===== config.mk =====
export PLATFORM = sky130hd
export DESIGN_NAME = wmove_engine
export DESIGN_NICKNAME = d
export VERILOG_FILES = /design/src/rtl/wmove_pkg.sv /design/src/rtl/wmove_agen.sv /design/src/rtl/wmove_regfile.sv /design/src/rtl/wmove_seq.sv /design/src/rtl/wmove_engine.sv
export SDC_FILE = /design/constraint.sdc
export NUM_CORES = 2
export LEC_CHECK = 0
export BUFFER_PORTS_ARGS = -buffer_cell sky130_fd_sc_hd__buf_2
export CAP_MARGIN = 25
export CORE_MARGIN = 10
export CORE_UTILIZATION = 55
export CTS_CLUSTER_SIZE = 16
export DETAILED_ROUTE_END_ITERATION = 10
export HOLD_SLACK_MARGIN = 0.08
export PLACE_DENSITY = 0.77
export SYNTH_ARGS = -nofsm -noshare
export SYNTH_HDL_FRONTEND = slang
export SYNTH_SLANG_ARGS = --single-unit

===== constraint.sdc =====
create_clock -name clk -period 5.3 [get_ports clk]
set_input_delay 0.53 -clock clk [delete_from_list [all_inputs] [get_ports clk]]
set_output_delay 0.53 -clock clk [all_outputs]
set_load 0.03 [all_outputs]

===== src/rtl/wmove_pkg.sv =====
package wmove_pkg;

   typedef enum logic [4:0] {
      ST_IDLE, ST_F_MAR, ST_F_RD, ST_F_LAT, ST_F_IR, ST_F_INC, ST_DECODE,
      ST_OPER, ST_D_RD, ST_D_LAT, ST_D_INC, ST_EA,
      ST_M_RD, ST_M_LAT, ST_S_HOLD, ST_W_MBR, ST_WR
   } seq_state_t;

   localparam logic [3:0] OPC_MOVE_W = 4'b0011;
   localparam logic [2:0] MD_DREG    = 3'd0;
   localparam logic [2:0] MD_AREG    = 3'd1;
   localparam logic [2:0] MD_IND     = 3'd2;
   localparam logic [2:0] MD_DISP    = 3'd5;

   function automatic logic mode_ok(input logic [2:0] m);
      return (m == MD_DREG) || (m == MD_AREG) || (m == MD_IND) || (m == MD_DISP);
   endfunction

endpackage


===== src/rtl/wmove_agen.sv =====
module wmove_agen #(
   parameter int ADDR_W = 24,
   parameter int WORD_W = 16
) (
   input  logic [ADDR_W-1:0] base,
   input  logic [WORD_W-1:0] disp,
   output logic [ADDR_W-1:0] ea
);
   logic [ADDR_W-1:0] disp_x;

   generate
      if (ADDR_W > WORD_W) begin : g_sext
         assign disp_x = {{(ADDR_W-WORD_W){disp[WORD_W-1]}}, disp};
      end else if (ADDR_W == WORD_W) begin : g_same
         assign disp_x = disp;
      end else begin : g_bad
         $error("wmove_agen: address narrower than displacement");
         assign disp_x = '0;
      end
   endgenerate

   assign ea = base + disp_x;
endmodule


===== src/rtl/wmove_regfile.sv =====
module wmove_regfile #(
   parameter int NREG  = 8,
   parameter int REG_W = 32,
   localparam int SEL_W = 1 + $clog2(NREG)
) (
   input  logic             clk,
   input  logic             rst_n,
   input  logic             busy,
   input  logic             host_we,
   input  logic [SEL_W-1:0] host_wsel,
   input  logic [REG_W-1:0] host_wdata,
   input  logic [SEL_W-1:0] host_rsel,
   output logic [REG_W-1:0] host_rdata,
   input  logic             eng_we,
   input  logic [SEL_W-1:0] eng_sel,
   input  logic [REG_W-1:0] eng_wdata,
   input  logic [SEL_W-1:0] rd_sel,
   output logic [REG_W-1:0] rd_val
);
   localparam int NTOT = 2 * NREG;

   logic [REG_W-1:0] q [NTOT];
   logic             host_ok;

   assign host_ok = host_we && !busy;

   generate
      for (genvar i = 0; i < NTOT; i++) begin : g_reg
         logic [REG_W-1:0] r;
         always_ff @(posedge clk) begin
            if (!rst_n)
               r <= '0;
            else if (eng_we && eng_sel == SEL_W'(i))
               r <= eng_wdata;
            else if (host_ok && host_wsel == SEL_W'(i))
               r <= host_wdata;
         end
         assign q[i] = r;
      end
   endgenerate

   assign host_rdata = q[host_rsel];
   assign rd_val     = q[rd_sel];

   assert_eng_busy_R11: assert property (@(posedge clk) disable iff (!rst_n)
      eng_we |-> busy);
endmodule


===== src/rtl/wmove_seq.sv =====
module wmove_seq
   import wmove_pkg::*;
#(
   parameter int ADDR_W = 24,
   parameter int WORD_W = 16,
   parameter int REG_W  = 32,
   parameter int NREG   = 8,
   localparam int SEL_W = 1 + $clog2(NREG)
) (
   input  logic              clk,
   input  logic              rst_n,
   input  logic              start,
   input  logic [ADDR_W-1:0] start_pc,
   output logic              done,
   output logic              busy,
   output logic [ADDR_W-1:0] pc_out,
   output logic [ADDR_W-1:0] mem_addr,
   output logic              mem_rd,
   output logic              mem_wr,
   output logic [WORD_W-1:0] mem_wdata,
   input  logic [WORD_W-1:0] mem_rdata,
   output logic [SEL_W-1:0]  rd_sel,
   input  logic [REG_W-1:0]  rd_val,
   output logic [WORD_W-1:0] disp,
   input  logic [ADDR_W-1:0] ea,
   output logic              eng_we,
   output logic [SEL_W-1:0]  eng_sel,
   output logic [REG_W-1:0]  eng_wdata
);
   localparam logic [ADDR_W-1:0] STEP = ADDR_W'(2);

   seq_state_t        state;
   logic [ADDR_W-1:0] pc_q, mar_q;
   logic [WORD_W-1:0] mbr_q, ir_q, opnd_q;
   logic              dst_ph, done_q;
   logic [2:0]        cur_mode, cur_reg;
   logic              take, legal;

   assign cur_mode = dst_ph ? ir_q[8:6]  : ir_q[5:3];
   assign cur_reg  = dst_ph ? ir_q[11:9] : ir_q[2:0];
   assign rd_sel   = {cur_mode != MD_DREG, cur_reg};
   assign take     = (state == ST_IDLE) && start;
   assign legal    = (ir_q[15:12] == OPC_MOVE_W) && mode_ok(ir_q[5:3]) && mode_ok(ir_q[8:6]);

   assign eng_we    = (state == ST_OPER) && dst_ph &&
                      (cur_mode == MD_DREG || cur_mode == MD_AREG);
   assign eng_sel   = rd_sel;
   assign eng_wdata = (cur_mode == MD_DREG) ? {rd_val[REG_W-1:WORD_W], opnd_q}
                                            : {{(REG_W-WORD_W){opnd_q[WORD_W-1]}}, opnd_q};

   assign mem_addr  = mar_q;
   assign mem_wdata = mbr_q;
   assign mem_rd    = (state == ST_F_RD) || (state == ST_D_RD) || (state == ST_M_RD);
   assign mem_wr    = (state == ST_WR);
   assign disp      = mbr_q;
   assign pc_out    = pc_q;
   assign done      = done_q;
   assign busy      = (state != ST_IDLE);

   always_ff @(posedge clk) begin
      if (!rst_n) begin
         state  <= ST_IDLE;
         pc_q   <= '0;
         mar_q  <= '0;
         mbr_q  <= '0;
         ir_q   <= '0;
         opnd_q <= '0;
         dst_ph <= 1'b0;
         done_q <= 1'b0;
      end else begin
         unique case (state)
            ST_IDLE: if (start) begin
               pc_q   <= start_pc;
               done_q <= 1'b0;
               state  <= ST_F_MAR;
            end
            ST_F_MAR: begin mar_q <= pc_q;      state <= ST_F_RD;  end
            ST_F_RD:  state <= ST_F_LAT;
            ST_F_LAT: begin mbr_q <= mem_rdata; state <= ST_F_IR;  end
            ST_F_IR:  begin ir_q  <= mbr_q;     state <= ST_F_INC; end
            ST_F_INC: begin pc_q  <= pc_q + STEP; state <= ST_DECODE; end
            ST_DECODE: begin
               dst_ph <= 1'b0;
               if (legal) state <= ST_OPER;
               else begin done_q <= 1'b1; state <= ST_IDLE; end
            end
            ST_OPER: begin
               if (!dst_ph) begin
                  case (cur_mode)
                     MD_IND:  begin mar_q <= rd_val[ADDR_W-1:0]; state <= ST_M_RD; end
                     MD_DISP: begin mar_q <= pc_q;               state <= ST_D_RD; end
                     default: begin opnd_q <= rd_val[WORD_W-1:0]; dst_ph <= 1'b1; end
                  endcase
               end else begin
                  case (cur_mode)
                     MD_IND:  begin mar_q <= rd_val[ADDR_W-1:0]; state <= ST_W_MBR; end
                     MD_DISP: begin mar_q <= pc_q;               state <= ST_D_RD;  end
                     default: begin done_q <= 1'b1;              state <= ST_IDLE;  end
                  endcase
               end
            end
            ST_D_RD:  state <= ST_D_LAT;
            ST_D_LAT: begin mbr_q <= mem_rdata; state <= ST_D_INC; end
            ST_D_INC: begin pc_q <= pc_q + STEP; state <= ST_EA; end
            ST_EA: begin
               mar_q <= ea;
               state <= dst_ph ? ST_W_MBR : ST_M_RD;
            end
            ST_M_RD:  state <= ST_M_LAT;
            ST_M_LAT: begin mbr_q <= mem_rdata; state <= ST_S_HOLD; end
            ST_S_HOLD: begin
               opnd_q <= mbr_q;
               dst_ph <= 1'b1;
               state  <= ST_OPER;
            end
            ST_W_MBR: begin mbr_q <= opnd_q; state <= ST_WR; end
            ST_WR: begin done_q <= 1'b1; state <= ST_IDLE; end
            default: state <= ST_IDLE;
         endcase
      end
   end

   assert_pc_step_R1: assert property (@(posedge clk) disable iff (!rst_n)
      (!$past(take) && pc_q != $past(pc_q)) |-> (pc_q == $past(pc_q) + STEP));

   assert_rd_hold_R2: assert property (@(posedge clk) disable iff (!rst_n)
      mem_rd |=> $stable(mem_addr));

   assert_single_wr_R2: assert property (@(posedge clk) disable iff (!rst_n)
      mem_wr |=> !mem_wr);

   assert_done_quiet_R11: assert property (@(posedge clk) disable iff (!rst_n)
      done |-> (!mem_rd && !mem_wr && !eng_we));
endmodule


===== src/rtl/wmove_engine.sv =====
module wmove_engine #(
   parameter int ADDR_W = 24,
   parameter int WORD_W = 16,
   parameter int REG_W  = 32,
   parameter int NREG   = 8,
   localparam int SEL_W = 1 + $clog2(NREG)
) (
   input  logic              clk,
   input  logic              rst_n,
   input  logic              start,
   input  logic [ADDR_W-1:0] start_pc,
   output logic              done,
   output logic [ADDR_W-1:0] pc_out,
   output logic [ADDR_W-1:0] mem_addr,
   output logic              mem_rd,
   output logic              mem_wr,
   output logic [WORD_W-1:0] mem_wdata,
   input  logic [WORD_W-1:0] mem_rdata,
   input  logic              rf_we,
   input  logic [SEL_W-1:0]  rf_wsel,
   input  logic [REG_W-1:0]  rf_wdata,
   input  logic [SEL_W-1:0]  rf_rsel,
   output logic [REG_W-1:0]  rf_rdata
);
   generate
      if (WORD_W != 16) begin : g_chk_word
         $error("wmove_engine: opcode layout needs 16-bit words");
      end
      if (NREG != 8) begin : g_chk_nreg
         $error("wmove_engine: 3-bit register fields need 8 registers per bank");
      end
      if (REG_W <= WORD_W || REG_W < ADDR_W) begin : g_chk_reg
         $error("wmove_engine: register width too small");
      end
   endgenerate

   logic              busy, eng_we;
   logic [SEL_W-1:0]  rd_sel, eng_sel;
   logic [REG_W-1:0]  rd_val, eng_wdata;
   logic [WORD_W-1:0] disp;
   logic [ADDR_W-1:0] ea;

   wmove_seq #(.ADDR_W(ADDR_W), .WORD_W(WORD_W), .REG_W(REG_W), .NREG(NREG)) seq_i (
      .clk(clk), .rst_n(rst_n), .start(start), .start_pc(start_pc),
      .done(done), .busy(busy), .pc_out(pc_out),
      .mem_addr(mem_addr), .mem_rd(mem_rd), .mem_wr(mem_wr),
      .mem_wdata(mem_wdata), .mem_rdata(mem_rdata),
      .rd_sel(rd_sel), .rd_val(rd_val), .disp(disp), .ea(ea),
      .eng_we(eng_we), .eng_sel(eng_sel), .eng_wdata(eng_wdata)
   );

   wmove_agen #(.ADDR_W(ADDR_W), .WORD_W(WORD_W)) agen_i (
      .base(rd_val[ADDR_W-1:0]), .disp(disp), .ea(ea)
   );

   wmove_regfile #(.NREG(NREG), .REG_W(REG_W)) rf_i (
      .clk(clk), .rst_n(rst_n), .busy(busy),
      .host_we(rf_we), .host_wsel(rf_wsel), .host_wdata(rf_wdata),
      .host_rsel(rf_rsel), .host_rdata(rf_rdata),
      .eng_we(eng_we), .eng_sel(eng_sel), .eng_wdata(eng_wdata),
      .rd_sel(rd_sel), .rd_val(rd_val)
   );
endmodule


After elaboration in Yosys (flattened, before gate mapping)
Cells that the tools add are included.
{"block": "classes", "n_reduce_logical": 85, "mux": 64, "magnitude_cmp": 2, "n_eq_ne": 63, "n_bitwise": 2, "addsub": 2}
{"operator": "two-way mux 32 bit", "count": 37}
{"operator": "binary-select mux 32 bit (select 4 bit)", "count": 2}
{"operator": "case mux 24 bit (2 select lines)", "count": 2}
{"operator": "case mux 5 bit (16 select lines)", "count": 1}
{"operator": "case mux 24 bit (3 select lines)", "count": 1}
{"operator": "equality test 4 bit, second input constant", "count": 16}
{"operator": "case mux 16 bit (2 select lines)", "count": 2}
{"operator": "equality test 5 x 4 -> 1 bit, second input constant", "count": 8}
{"operator": "nonzero test 2 bit", "count": 19}
{"operator": "logical AND 1 bit", "count": 37}
{"operator": "equality test 4 x 3 -> 1 bit, second input constant", "count": 8}
{"operator": "two-way mux 16 bit", "count": 2}
{"operator": "adder 24 x 2 -> 24 bit, second input constant", "count": 1}
{"operator": "adder 24 bit", "count": 1}
{"operator": "two-way mux 24 bit", "count": 1}
{"operator": "equality test 4 x 2 -> 1 bit, second input constant", "count": 5}
{"operator": "equality test 5 x 3 -> 1 bit, second input constant", "count": 4}
{"operator": "equality test 5 x 2 -> 1 bit, second input constant", "count": 2}
{"operator": ">= comparator 5 bit, second input constant", "count": 2}
{"operator": "two-way mux 5 bit", "count": 2}
{"operator": "inverter 4 -> 5 bit", "count": 2}
{"operator": "case mux 5 bit (2 select lines)", "count": 1}
{"operator": "equality test 3 x 1 -> 1 bit, second input constant", "count": 3}
{"operator": "equality test 3 x 2 -> 1 bit, second input constant", "count": 3}
{"operator": "27 further kinds", "count": 56}
{"block": "word_totals", "elab_cells": 242, "out_inout_bits": 99, "reg_bits": 615}

Depth between registers and ports, before layout
{"block": "logic_depth", "depth_word": 9, "depth_mapped": 19, "ltp_nobuf": 16}

Modules after synthesis
A second synthesis with hierarchy kept.
{"block": "unflattened", "hier_cells": 4588, "area_unflattened_um2": 39451.6}
{"mod": "wmove_regfile", "instances": 1, "cells_per_inst": 3729, "area_each_um2": 32462.4}
{"mod": "wmove_seq", "instances": 1, "cells_per_inst": 693, "area_each_um2": 5761.8}
{"mod": "wmove_agen", "instances": 1, "cells_per_inst": 166, "area_each_um2": 1227.4}

Worst setup path before layout
No wires, ideal clock.
{"block": "synth_timing", "path_kind": "register to register", "start": "reg seq_i.dst_ph", "end": "reg seq_i.mar_q[18] (netlist: seq_i.mem_addr[18])", "slack_ns": 1.213, "path_stages_with_launch": 20, "synth_period_minus_slack_ns": 4.087, "arrival_ns": 3.956, "cell_sequence": "dfxtp_1 -> buf_6 -> mux2i_4 -> buf_6 -> buf_4 -> buf_4 -> mux4_2 -> nand2_1 -> a31oi_1 -> ha_1 -> inv_1 -> fa_1 -> nor2b_1 -> o31ai_1 -> a21oi_1 -> o21ai_1 -> a2111oi_0 -> o21ai_0 -> a31oi_1 -> a21oi_1"}
{"block": "synth_between", "elab_chain_len": 8}
{"element": "from (decl)", "line_no": "wmove_seq.sv:35", "text": "logic dst_ph, done_q;"}
{"element": "from (signal assigned)", "line_no": "wmove_seq.sv:68", "text": "dst_ph <= 1'b0;"}
{"element": "from (signal assigned)", "line_no": "wmove_seq.sv:83", "text": "dst_ph <= 1'b0;"}
{"element": "from (signal assigned)", "line_no": "wmove_seq.sv:92", "text": "default: begin opnd_q <= rd_val[WORD_W-1:0]; dst_ph <= 1'b1; end"}
{"element": "two-way mux 3 bit", "line_no": "wmove_seq.sv:39", "text": "assign cur_mode = dst_ph ? ir_q[8:6] : ir_q[5:3];"}
{"element": "nonzero test 3 bit", "line_no": "wmove_seq.sv:41", "text": "assign rd_sel = {cur_mode != MD_DREG, cur_reg};"}
{"element": "inverter 4 -> 5 bit (implied by the code)", "line_no": "wmove_regfile.sv:43", "text": "assign rd_val = q[rd_sel];"}
{"element": "binary-select mux 32 bit (select 4 bit)", "line_no": "wmove_regfile.sv:43"}
{"element": "two-way mux 32 bit (implied by the code) (2 in a row)", "line_no": "wmove_regfile.sv:43"}
{"element": "adder 24 bit or case mux 24 bit (2 select lines) (tied branches)", "line_no": "wmove_agen.sv:22, wmove_seq.sv:89, wmove_seq.sv:95"}
{"element": "case mux 24 bit (3 select lines)", "line_no": "wmove_seq.sv:71", "text": "unique case (state)"}
{"element": "to (signal assigned)", "line_no": "wmove_seq.sv:77", "text": "ST_F_MAR: begin mar_q <= pc_q; state <= ST_F_RD; end"}
{"element": "to (signal assigned)", "line_no": "wmove_seq.sv:90", "text": "MD_IND: begin mar_q <= rd_val[ADDR_W-1:0]; state <= ST_M_RD; end"}
{"element": "to (signal assigned)", "line_no": "wmove_seq.sv:91", "text": "MD_DISP: begin mar_q <= pc_q; state <= ST_D_RD; end"}
{"element": "to (decl)", "line_no": "wmove_seq.sv:33", "text": "logic [ADDR_W-1:0] pc_q, mar_q;"}
Several ways; a longest one is shown, not always the timed one. The select of a mux whose other input is x is not followed.
A chain may end at the register's enable or synchronous reset.

Final worst setup path
Same ends and word-level chain as after synthesis.

==> run summary <==
outcome = complete, no violations
reg2reg path depth = 16
Hold Path Stages = 3
drt pass-1 iters = 7
PnR worst setup slack = 0.563 ns
FMAX = 211 MHz
post-synthesis sequential area ratio = 36.2%
Routed WL = 127,000 um
Synth area leader = dfxtp_1
main area contributors after synthesis = dfxtp_1, mux4_2, mux2i_1
Req. time, crit path = 5.80 ns
Synth cell types = 77
final-stage net count = 3,776
fin area = 0.0379 mm2
CP Buf/Inv Count = 2
Worst Setup Start Kind = flip-flop
Tot GR Track Use = 34.2%
Synth top area share = 36.2%
IO buf count = 182
Reg clk slew, reported paths = 0.06 ns
routed length per placed instance = 28.1 um
CTS resizes = 0
Hold Path Class = in -> reg
EDFF count, synth = 0
Antenna Violating Nets Remaining = 0
P&R area growth vs syn = 11.4%
Post-Syn Area = 0.0340 mm2
number of CTS-inserted buffers = 67
initial cell density of the core = 55.4%
# setup viols final = 0
RSZ-0062 raised after global routing = false
P per Cell Area = 289 mW/mm2
cts hold-fix bufs = 0
via/cell ratio = 7.03
CTS tree = built
Hold Fails Final Rpt = 0
Die Wd = 269 um
Slew HR = 23.1%
max-cap violations = 0
async set-or-reset flop fraction in the synthesized netlist = 0%
H-Tree Depth = 3
CP Capture Type = flip-flop
Clock Tree Buf Depth = 3
Clock Latency Late Sink = 0.66 ns
Rows = 91
total grt overflow = 0
drt initial violations = 5,167
placed cell area = 0.0355 mm2
CP max FO = 20
Clock Skew = 0.0333 ns
layout cells sized above 1 = 19.8%
setup bufs post-CTS = 0
HPWL Detailed = 80,700 um
crit path max-delay cell type = mux2_2
root buf cell = clkbuf_16
Final Max Tran Viols = 0
largest net degree at the start of global routing = 152
cell with the most instances after synthesis = dfxtp_1
Filler cells = 4,992
Die Ht = 269 um
commonest cells in the netlist = dfxtp_1, nand2_1, a21oi_1
WP depth = 16
fin crit period = 4.74 ns
I/O pins = 183
Crit Path Category = reg -> reg
ys flop type = dfxtp_1
Max IR drop VDD = 0.000186 V
Pleak = 14.0 nW
Total Power = 0.0110 W
Sum Neg Setup Slack = 0 ns
Core Region = 0.0615 mm2
Via Count = 31,732
crit path cell chain = buf_4 -> mux2_2 -> nand2_1 -> and3_1 -> a31oi_1 -> ha_1 -> inv_1 -> fa_1 -> nor2b_1 -> o31ai_1 -> a21oi_1 -> o21ai_1 -> a2111oi_0 -> o21ai_0 -> a31oi_1 -> a21oi_1
Synth Instances = 3,679
Die ar. = 0.0722 mm2
CP peak stage delay = 0.58 ns
clock sinks = 615
vias in the first global route = 29,942
Tightest Pin Transition = 1.14 ns
worst slack, placed = 0.717 ns
Post-route DRC = 0
final worst-path cycle share = 89.4%
syn_nets = 3,788
initial antenna violation count = 15
syn avg cell area = 9.25 um2
WP data arrival = 5.24 ns
flops & latches, synth = 615
global-route wire length before repair = 189,000 um
GPL Wtd Cong = 0.957
delay-heaviest family, CP = compound AO/OA/AOI/OAI gates
synth warn = 0
Layout Utilization = 61.7%
-- registers in the layout (all words and copies together) (netlist names) --
signal / count
rf_i.g.r: 512
seq_i.mem_addr: 24
seq_i.pc_out: 24
seq_i.disp: 16
seq_i.ir_q: 16
seq_i.opnd_q: 16
seq_i.state: 5
seq_i.done: 1
seq_i.dst_ph: 1
-- cell usage in the layout, fill, tap and decap left out, types with 34 or more instances in the layout --
cell type	netlist	routed
a22oi_1	60	60
o21ai_0	101	99
dfxtp_1	615	615
buf_4	15	90
a21oi_1	400	399
nand3_1	72	69
mux2i_1	316	315
a211oi_1	211	211
clkbuf_16	0	67
nor2_1	358	346
mux4_2	258	258
buf_2	49	180
a31oi_1	34	34
nand2_1	571	560
-- metrics by stage --
step	std cells	hold WS (ns)
3_3_place_gp	4379	0.440
4_1_cts	4503	0.117
6_report	4515	0.125
2_1_floorplan	3679	0.433
5_1_grt	4510	0.130
3_5_place_dp	4383	0.446
-- metal layers --
metal / GRT usage, % / part of all wire [%] / up-vias
li1: - / - / 13496
met1: 43.6 / 36 / 15072
met2: 50.9 / 43 / 2621
met3: 10.9 / 15 / 533
met4: 19.1 / 6.0 / 10
met5: 0.415 / 0.081 / -
-- cell type report --
class                   instances  area [um2]  share of cell area [%]
clock inverters                24         407                    1.07
well taps                     790         988                    2.61
multi-input cells            2677       20200                    53.4
flip-flops and latches        615       12300                    32.5
repair buffers                291        1970                    5.18
diodes                          7        17.5                  0.0462
clock buffers                  96        1920                    5.05
inverters                      15        63.8                   0.168
-- path summary, 6_finish.rpt --
kind                                    start                                to  slack, ns
max reg2reg         seq_i.dst_ph$_SDFFE_PN0P_   seq_i.mem_addr[18]$_SDFFE_PN0P_       0.56
max                 seq_i.dst_ph$_SDFFE_PN0P_   seq_i.mem_addr[18]$_SDFFE_PN0P_       0.56
min reg2reg  rf_i.g_reg[7].r[29]$_SDFFE_PN0P_  rf_i.g_reg[7].r[29]$_SDFFE_PN0P_       0.45
min                               start_pc[5]      seq_i.pc_out[5]$_SDFFE_PN0P_       0.13
-- logic make-up (layout without fill, tap and decap cells) --
group | Yosys count | count (layout) | share of synthesized area (%)
AOI/OAI and AO/OA | 896 | 896 | 16.2
DFF | 615 | 615 | 36.2
muxes | 601 | 601 | 27.5
other | 0 | 7 | 0
xor gates and xnor gates | 16 | 16 | 0.412
buffers and inverters | 387 | 426 | 4.86
adders and majority gates | 25 | 25 | 0.941
and+or+nand+nor | 1139 | 1139 | 13.9
-- worst reg2reg max path, stage by stage, from the launching register on --
cell and delay [ns]:
dfxtp_1 0.56, buf_4 0.30, mux2_2 0.58, nand2_1 0.10, and3_1 0.21, a31oi_1 0.42
ha_1 0.27, inv_1 0.06, fa_1 0.40, nor2b_1 0.22, o31ai_1 0.12, a21oi_1 0.25
o21ai_1 0.22, a2111oi_0 0.49, o21ai_0 0.15, a31oi_1 0.17, a21oi_1 0.08
-- where the power goes --
part | internal, W | total, W | switching, W
sequential | 0.00473 | 0.00487 | 0.000144
clock | 0.00294 | 0.00501 | 0.00207
combinational | 0.000353 | 0.00108 | 0.000727
Note: power is estimated with default switching activity, not from simulation.
